--- src/rtl/pkt_asm_pkg.sv ---
package pkt_asm_pkg;
    localparam int BYTE_W  = 8;
    localparam int WORD_W  = 16;
    localparam int HDR_W   = BYTE_W + WORD_W;
    localparam int ECC_W   = 6;

    typedef enum logic [1:0] {
        PH_IDLE = 2'd0,
        PH_HDR  = 2'd1,
        PH_PAY  = 2'd2,
        PH_TRL  = 2'd3
    } phase_e;

    typedef struct packed {
        phase_e               ph;
        logic [1:0]           idx;
        logic                 lng;
        logic [BYTE_W-1:0]    di;
        logic [WORD_W-1:0]    word;
        logic [WORD_W-1:0]    left;
        logic [WORD_W-1:0]    crc;
        logic                 err;
    } asm_regs_t;
endpackage

--- src/rtl/pkt_hdr_ecc.sv ---
module pkt_hdr_ecc
    import pkt_asm_pkg::*;
(
    input  logic [HDR_W-1:0]  hdr,
    output logic [BYTE_W-1:0] ecc
);
    function automatic logic [HDR_W-1:0] sel_mask(input int k);
        case (k)
            0:       sel_mask = 24'hF12CB7;
            1:       sel_mask = 24'hF2555B;
            2:       sel_mask = 24'h749A6D;
            3:       sel_mask = 24'hB8E38E;
            4:       sel_mask = 24'hDF03F0;
            default: sel_mask = 24'hEFFC00;
        endcase
    endfunction

    for (genvar k = 0; k < ECC_W; k++) begin : g_par
        assign ecc[k] = ^(hdr & sel_mask(k));
    end
    assign ecc[BYTE_W-1:ECC_W] = '0;
endmodule

--- src/rtl/pkt_crc_step.sv ---
module pkt_crc_step
    import pkt_asm_pkg::*;
#(
    parameter logic [WORD_W-1:0] POLY = 16'h1021
) (
    input  logic [WORD_W-1:0] crc_in,
    input  logic [BYTE_W-1:0] data_in,
    output logic [WORD_W-1:0] crc_out
);
    localparam logic [WORD_W-1:0] RPOLY = reverse_poly(POLY);

    function automatic logic [WORD_W-1:0] reverse_poly(input logic [WORD_W-1:0] p);
        for (int i = 0; i < WORD_W; i++) reverse_poly[i] = p[WORD_W-1-i];
    endfunction

    always_comb begin
        logic [WORD_W-1:0] c;
        logic fb;
        c = crc_in;
        for (int i = 0; i < BYTE_W; i++) begin
            fb = c[0] ^ data_in[i];
            c  = c >> 1;
            if (fb) c = c ^ RPOLY;
        end
        crc_out = c;
    end
endmodule

--- src/rtl/pkt_assembler.sv ---
module pkt_assembler
    import pkt_asm_pkg::*;
#(
    parameter logic [WORD_W-1:0] CRC_SEED = 16'hFFFF,
    parameter logic [WORD_W-1:0] CRC_POLY = 16'h1021
) (
    input  logic              clk,
    input  logic              rst_n,
    input  logic              req_valid,
    output logic              req_ready,
    input  logic              req_long,
    input  logic [BYTE_W-1:0] req_di,
    input  logic [WORD_W-1:0] req_word,
    input  logic              pl_valid,
    output logic              pl_ready,
    input  logic [BYTE_W-1:0] pl_data,
    input  logic              pl_last,
    output logic              out_valid,
    input  logic              out_ready,
    output logic [BYTE_W-1:0] out_data,
    output logic              out_last,
    output logic              len_err
);
    localparam asm_regs_t REGS_RST = '{ph: PH_IDLE, idx: 2'd0, lng: 1'b0, di: '0,
                                       word: '0, left: '0, crc: '0, err: 1'b0};
    localparam logic [1:0] ECC_IDX = 2'd3;

    asm_regs_t r_q, r_d;
    logic [BYTE_W-1:0] ecc_w;
    logic [WORD_W-1:0] crc_nx;

    pkt_hdr_ecc u_ecc (
        .hdr ({r_q.word, r_q.di}),
        .ecc (ecc_w)
    );

    pkt_crc_step #(.POLY(CRC_POLY)) u_crc (
        .crc_in  (r_q.crc),
        .data_in (pl_data),
        .crc_out (crc_nx)
    );

    always_comb begin
        r_d       = r_q;
        r_d.err   = 1'b0;
        req_ready = 1'b0;
        pl_ready  = 1'b0;
        out_valid = 1'b0;
        out_data  = '0;
        out_last  = 1'b0;
        case (r_q.ph)
            PH_IDLE: begin
                req_ready = 1'b1;
                if (req_valid) begin
                    r_d.ph   = PH_HDR;
                    r_d.idx  = 2'd0;
                    r_d.lng  = req_long;
                    r_d.di   = req_di;
                    r_d.word = req_word;
                    r_d.left = req_word;
                    r_d.crc  = CRC_SEED;
                end
            end
            PH_HDR: begin
                out_valid = 1'b1;
                case (r_q.idx)
                    2'd0:    out_data = r_q.di;
                    2'd1:    out_data = r_q.word[BYTE_W-1:0];
                    2'd2:    out_data = r_q.word[WORD_W-1:BYTE_W];
                    default: out_data = ecc_w;
                endcase
                out_last = (r_q.idx == ECC_IDX) && !r_q.lng;
                if (out_ready) begin
                    if (r_q.idx == ECC_IDX) begin
                        r_d.idx = 2'd0;
                        if (!r_q.lng)           r_d.ph = PH_IDLE;
                        else if (r_q.word == '0) r_d.ph = PH_TRL;
                        else                    r_d.ph = PH_PAY;
                    end else begin
                        r_d.idx = r_q.idx + 2'd1;
                    end
                end
            end
            PH_PAY: begin
                out_valid = pl_valid;
                out_data  = pl_data;
                pl_ready  = out_ready;
                if (pl_valid && out_ready) begin
                    r_d.crc  = crc_nx;
                    r_d.left = r_q.left - 1'b1;
                    r_d.err  = pl_last != (r_q.left == 16'd1);
                    if (r_q.left == 16'd1) r_d.ph = PH_TRL;
                end
            end
            default: begin
                out_valid = 1'b1;
                out_data  = r_q.idx[0] ? r_q.crc[WORD_W-1:BYTE_W] : r_q.crc[BYTE_W-1:0];
                out_last  = r_q.idx[0];
                if (out_ready) begin
                    if (r_q.idx[0]) begin
                        r_d.ph  = PH_IDLE;
                        r_d.idx = 2'd0;
                    end else begin
                        r_d.idx = 2'd1;
                    end
                end
            end
        endcase
    end

    always_ff @(posedge clk) begin
        if (!rst_n) r_q <= REGS_RST;
        else        r_q <= r_d;
    end

    assign len_err = r_q.err;

    a_r2_last_has_valid: assert property (@(posedge clk) disable iff (!rst_n)
        out_last |-> out_valid);

    a_r8_hold_under_stall: assert property (@(posedge clk) disable iff (!rst_n)
        (out_valid && !out_ready && r_q.ph != PH_PAY) |=> (out_valid && $stable(out_data)));

    a_r9_busy_after_accept: assert property (@(posedge clk) disable iff (!rst_n)
        (req_valid && req_ready) |=> !req_ready);

    a_r9_idle_after_last: assert property (@(posedge clk) disable iff (!rst_n)
        (out_valid && out_ready && out_last) |=> req_ready);

    a_r5_payload_not_last: assert property (@(posedge clk) disable iff (!rst_n)
        (pl_valid && pl_ready) |-> !out_last);

    a_r7_err_needs_transfer: assert property (@(posedge clk) disable iff (!rst_n)
        len_err |-> $past(pl_valid && pl_ready));

    a_r3_ecc_top_zero: assert property (@(posedge clk) disable iff (!rst_n)
        (out_valid && r_q.ph == PH_HDR && r_q.idx == ECC_IDX) |-> (out_data[7:6] == 2'b00));
endmodule

--- config.mk ---
export PLATFORM = sky130hd
export DESIGN_NAME = pkt_assembler
export DESIGN_NICKNAME = d
export VERILOG_FILES = /design/src/rtl/pkt_asm_pkg.sv /design/src/rtl/pkt_hdr_ecc.sv /design/src/rtl/pkt_crc_step.sv /design/src/rtl/pkt_assembler.sv
export SDC_FILE = /design/constraint.sdc
export NUM_CORES = 1
export LEC_CHECK = 0
export BUFFER_PORTS_ARGS = -buffer_cell sky130_fd_sc_hd__buf_2
export CORE_MARGIN = 10
export CORE_UTILIZATION = 45
export DETAILED_ROUTE_END_ITERATION = 8
export HOLD_SLACK_MARGIN = 0.06
export PLACE_DENSITY_LB_ADDON = 0.15
export SLEW_MARGIN = 20
export SYNTH_ARGS = -nofsm -noshare
export SYNTH_HDL_FRONTEND = slang
export SYNTH_SLANG_ARGS = --single-unit
--- constraint.sdc ---
create_clock -name clk -period 3.2 [get_ports clk]
set_clock_uncertainty 0.05 [all_clocks]
set_input_delay 0.32 -clock clk [delete_from_list [all_inputs] [get_ports clk]]
set_output_delay 0.32 -clock clk [all_outputs]
set_load 0.01 [all_outputs]
==> key figures <==
Finish
  • Fillers: 836
  • Antenna Cells: 0
  • P&R area growth vs syn: 14.7%
  • Nets: 571
  • Share of layout cells above drive strength 1: 15.5%
  • Commonest non-fill, non-tap cells in the layout: nand2_1 (77), dfxtp_1 (62), xnor2_1 (58)
  • Commonest non-fill, non-tap cell in the layout: nand2_1

Run status
  • Status: complete, no violations

Clock network
  • Clk Tree Root Cell: clkbuf_8
  • Sink Count: 62
  • Post-CTS setup buffer count: 0
  • Hold Buf Count CTS: 0
  • CTS clock-pin slew for the worst setup and hold paths: 0.08 ns
  • Cts repair resizes: 0
  • Total CTS buffers: 9
  • H-tree levels: 3
  • CTS tree: done
  • CTS max path bufs: 2
  • Clock Latency Late Sink: 0.34 ns

Critical path
  • CP startpoint kind: flop
  • Worst setup EP type: output port
  • Worst setup path category: reg2out
  • Worst-path maximum fanout: 32
  • CP arrival: 2.33 ns
  • Critical Path RT: 2.83 ns

Place
  • GP Congestion: 0.895
  • PortBufs: 51
  • Hpwl dp: 8.40 mm

STA
  • Final setup fails: 0
  • Final hold vios: 0
  • Slew HR: 33.6%
  • Final min period: 2.70 ns
  • Fin crit share: 84.4%
  • Setup TNS: 0 ns
  • Unrepaired setup endpoints after global routing: no
  • Pins over their slew limit: 0
  • Worst slew pin tran: 0.995 ns
  • Fmax: 0.370 GHz

Yosys
  • Yosys Warn Count: 0
  • EDFF count, synth: 0
  • Mean Syn Cell Area: 7.97 sq um
  • Asr flop ratio synth: 0%
  • Syn nets: 529
  • Yosys cell types: 49
  • Synth area leader: dfxtp_1
  • Area share of the largest cell type after synthesis: 32.7%
  • Synthesized instance count: 476
  • Main area contributors after synthesis: dfxtp_1 (33%), xnor2_1 (13%), nand2_1 (7.6%)
  • Predominant post-synthesis flop cell: dfxtp_1
  • Seq/Total Area, Yosys: 32.7%
  • Synth Register Bits: 62
  • Synthesized cell area: 0.00379 sq mm

Global route
  • Largest net degree at the start of global routing: 33
  • Total congestion overflow: 0
  • GR Util All Layers: 17.3%
  • Vias in the first global route: 3462
  • Initial antenna violation count: 0
  • First-pass GRT wire length: 17.9 mm

Routing
  • Avg WL per Cell: 17.7 um
  • DRC: 0
  • 1st-iter DRT viols: 193
  • Antenna Nets Post-Route: 0
  • Number of detailed-route iterations in the first pass: 5
  • DR vias: 3483
  • DR vias/cell: 5.55
  • Routed wire length: 11.1 mm

Pwr
  • Pwr dens: 504 mW/mm^2
  • Maximum vdd drop: 245 uV
  • Static Leakage: 1.66 nW
  • Pwr Total: 2.19 mW

Die
  • Initial core utilization: 46.2%
  • Die area: 0.0125 sq mm
  • Row cnt: 33
  • I/O pin count: 52
  • Die X: 112 um
  • Die height: 112 um
  • CORE AREA: 0.00822 sq mm

Job
  • Max Cap Viol: 0

Hold path
  • Hold Crit Class: in2reg
-- routing by layer --
metal	track usage (%)	share of wire, %	up-vias
li1	-	-	1734
met1	22.7	48	1623
met2	27.1	45	108
met3	4.29	5.6	18
met4	5.74	2.0	0
met5	0	0	-
-- final cells by class --
class,count,area [sq um],area share (%)
Clock inverter,3,67.6,1.55
Sequential cell,62,1240,28.5
Clock buffer,13,149,3.42
Inverter,25,93.8,2.16
Multi-Input combinational cell,361,2340,53.8
Timing Repair Buffer,59,328,7.53
Tap cell,105,131,3.02
-- synth_stat cells, types with 3 or more instances --
cell type,instances
nand2_1,77
dfxtp_1,62
xnor2_1,58
a21oi_1,47
nor2_1,30
inv_1,25
o21ai_0,21
ha_1,14
clkbuf_1,13
xor2_1,13
o211ai_1,11
o22ai_1,10
mux2i_1,9
a222oi_1,8
buf_1,7
buf_2,7
nand3_1,6
o221ai_1,5
a22oi_1,4
a22o_1,3
a31oi_1,3
nor3_1,3
nor4_1,3
o2bb2ai_1,3
-- final timing paths --
| kind | startpoint | to | slack [ns] | depth (start not counted) |
|---|---|---|---|---|
| min reg2reg | r_q[31] | r_q[31] | 0.44 | 2 |
| min | req_di[2] | r_q[51] | 0.15 | 3 |
| max | r_q[60] | out_data[4] | 0.50 | 4 |
| max reg2reg | r_q[60] | r_q[11] | 0.90 | 5 |
-- registers in the layout, indices dropped and copies added (netlist names) --
name and flops:
r_q 61, len_err 1
-- per-stage QoR --
step	utilization [%]	cell area [sq um]	hold slack, ns	std cells	worst slack, ns
final	53.0	4350	0.154	628	0.501
after floorplan	-	3790	0.399	476	1.10
after global routing	53.0	4350	0.160	628	0.311
after detailed placement	50.3	4140	0.437	612	0.897
after CTS	53.0	4350	0.148	628	0.504
after global placement	50.3	4140	0.435	612	0.887
-- worst max-delay path: stages, from the launching register on --
cell      delay, ns
dfxtp_1        0.97
nor2b_1        0.36
nand2b_1       0.23
o221ai_1       0.25
buf_2          0.17
-- report_power, final --
part | internal, mW | switching [mW] | total, mW | leakage, nW
logic | 0.252 | 0.278 | 0.530 | 1.04
registers | 0.817 | 0.0626 | 0.880 | 0.510
clock network | 0.462 | 0.322 | 0.784 | 0.104
total | 1.53 | 0.663 | 2.19 | 1.66
-- logic make-up after synthesis --
logic type	Yosys count	synth area share, %
AO/OA/AOI/OAI	126	21.1
XOR/XNOR	71	16.4
adder cells (fa/ha/maj)	14	4.62
buffers and inverters	53	5.57
flip-flops	62	32.7
multiplexers	10	2.67
AND/OR/NAND/NOR	140	16.9
Power figures use the tool's default switching activity.
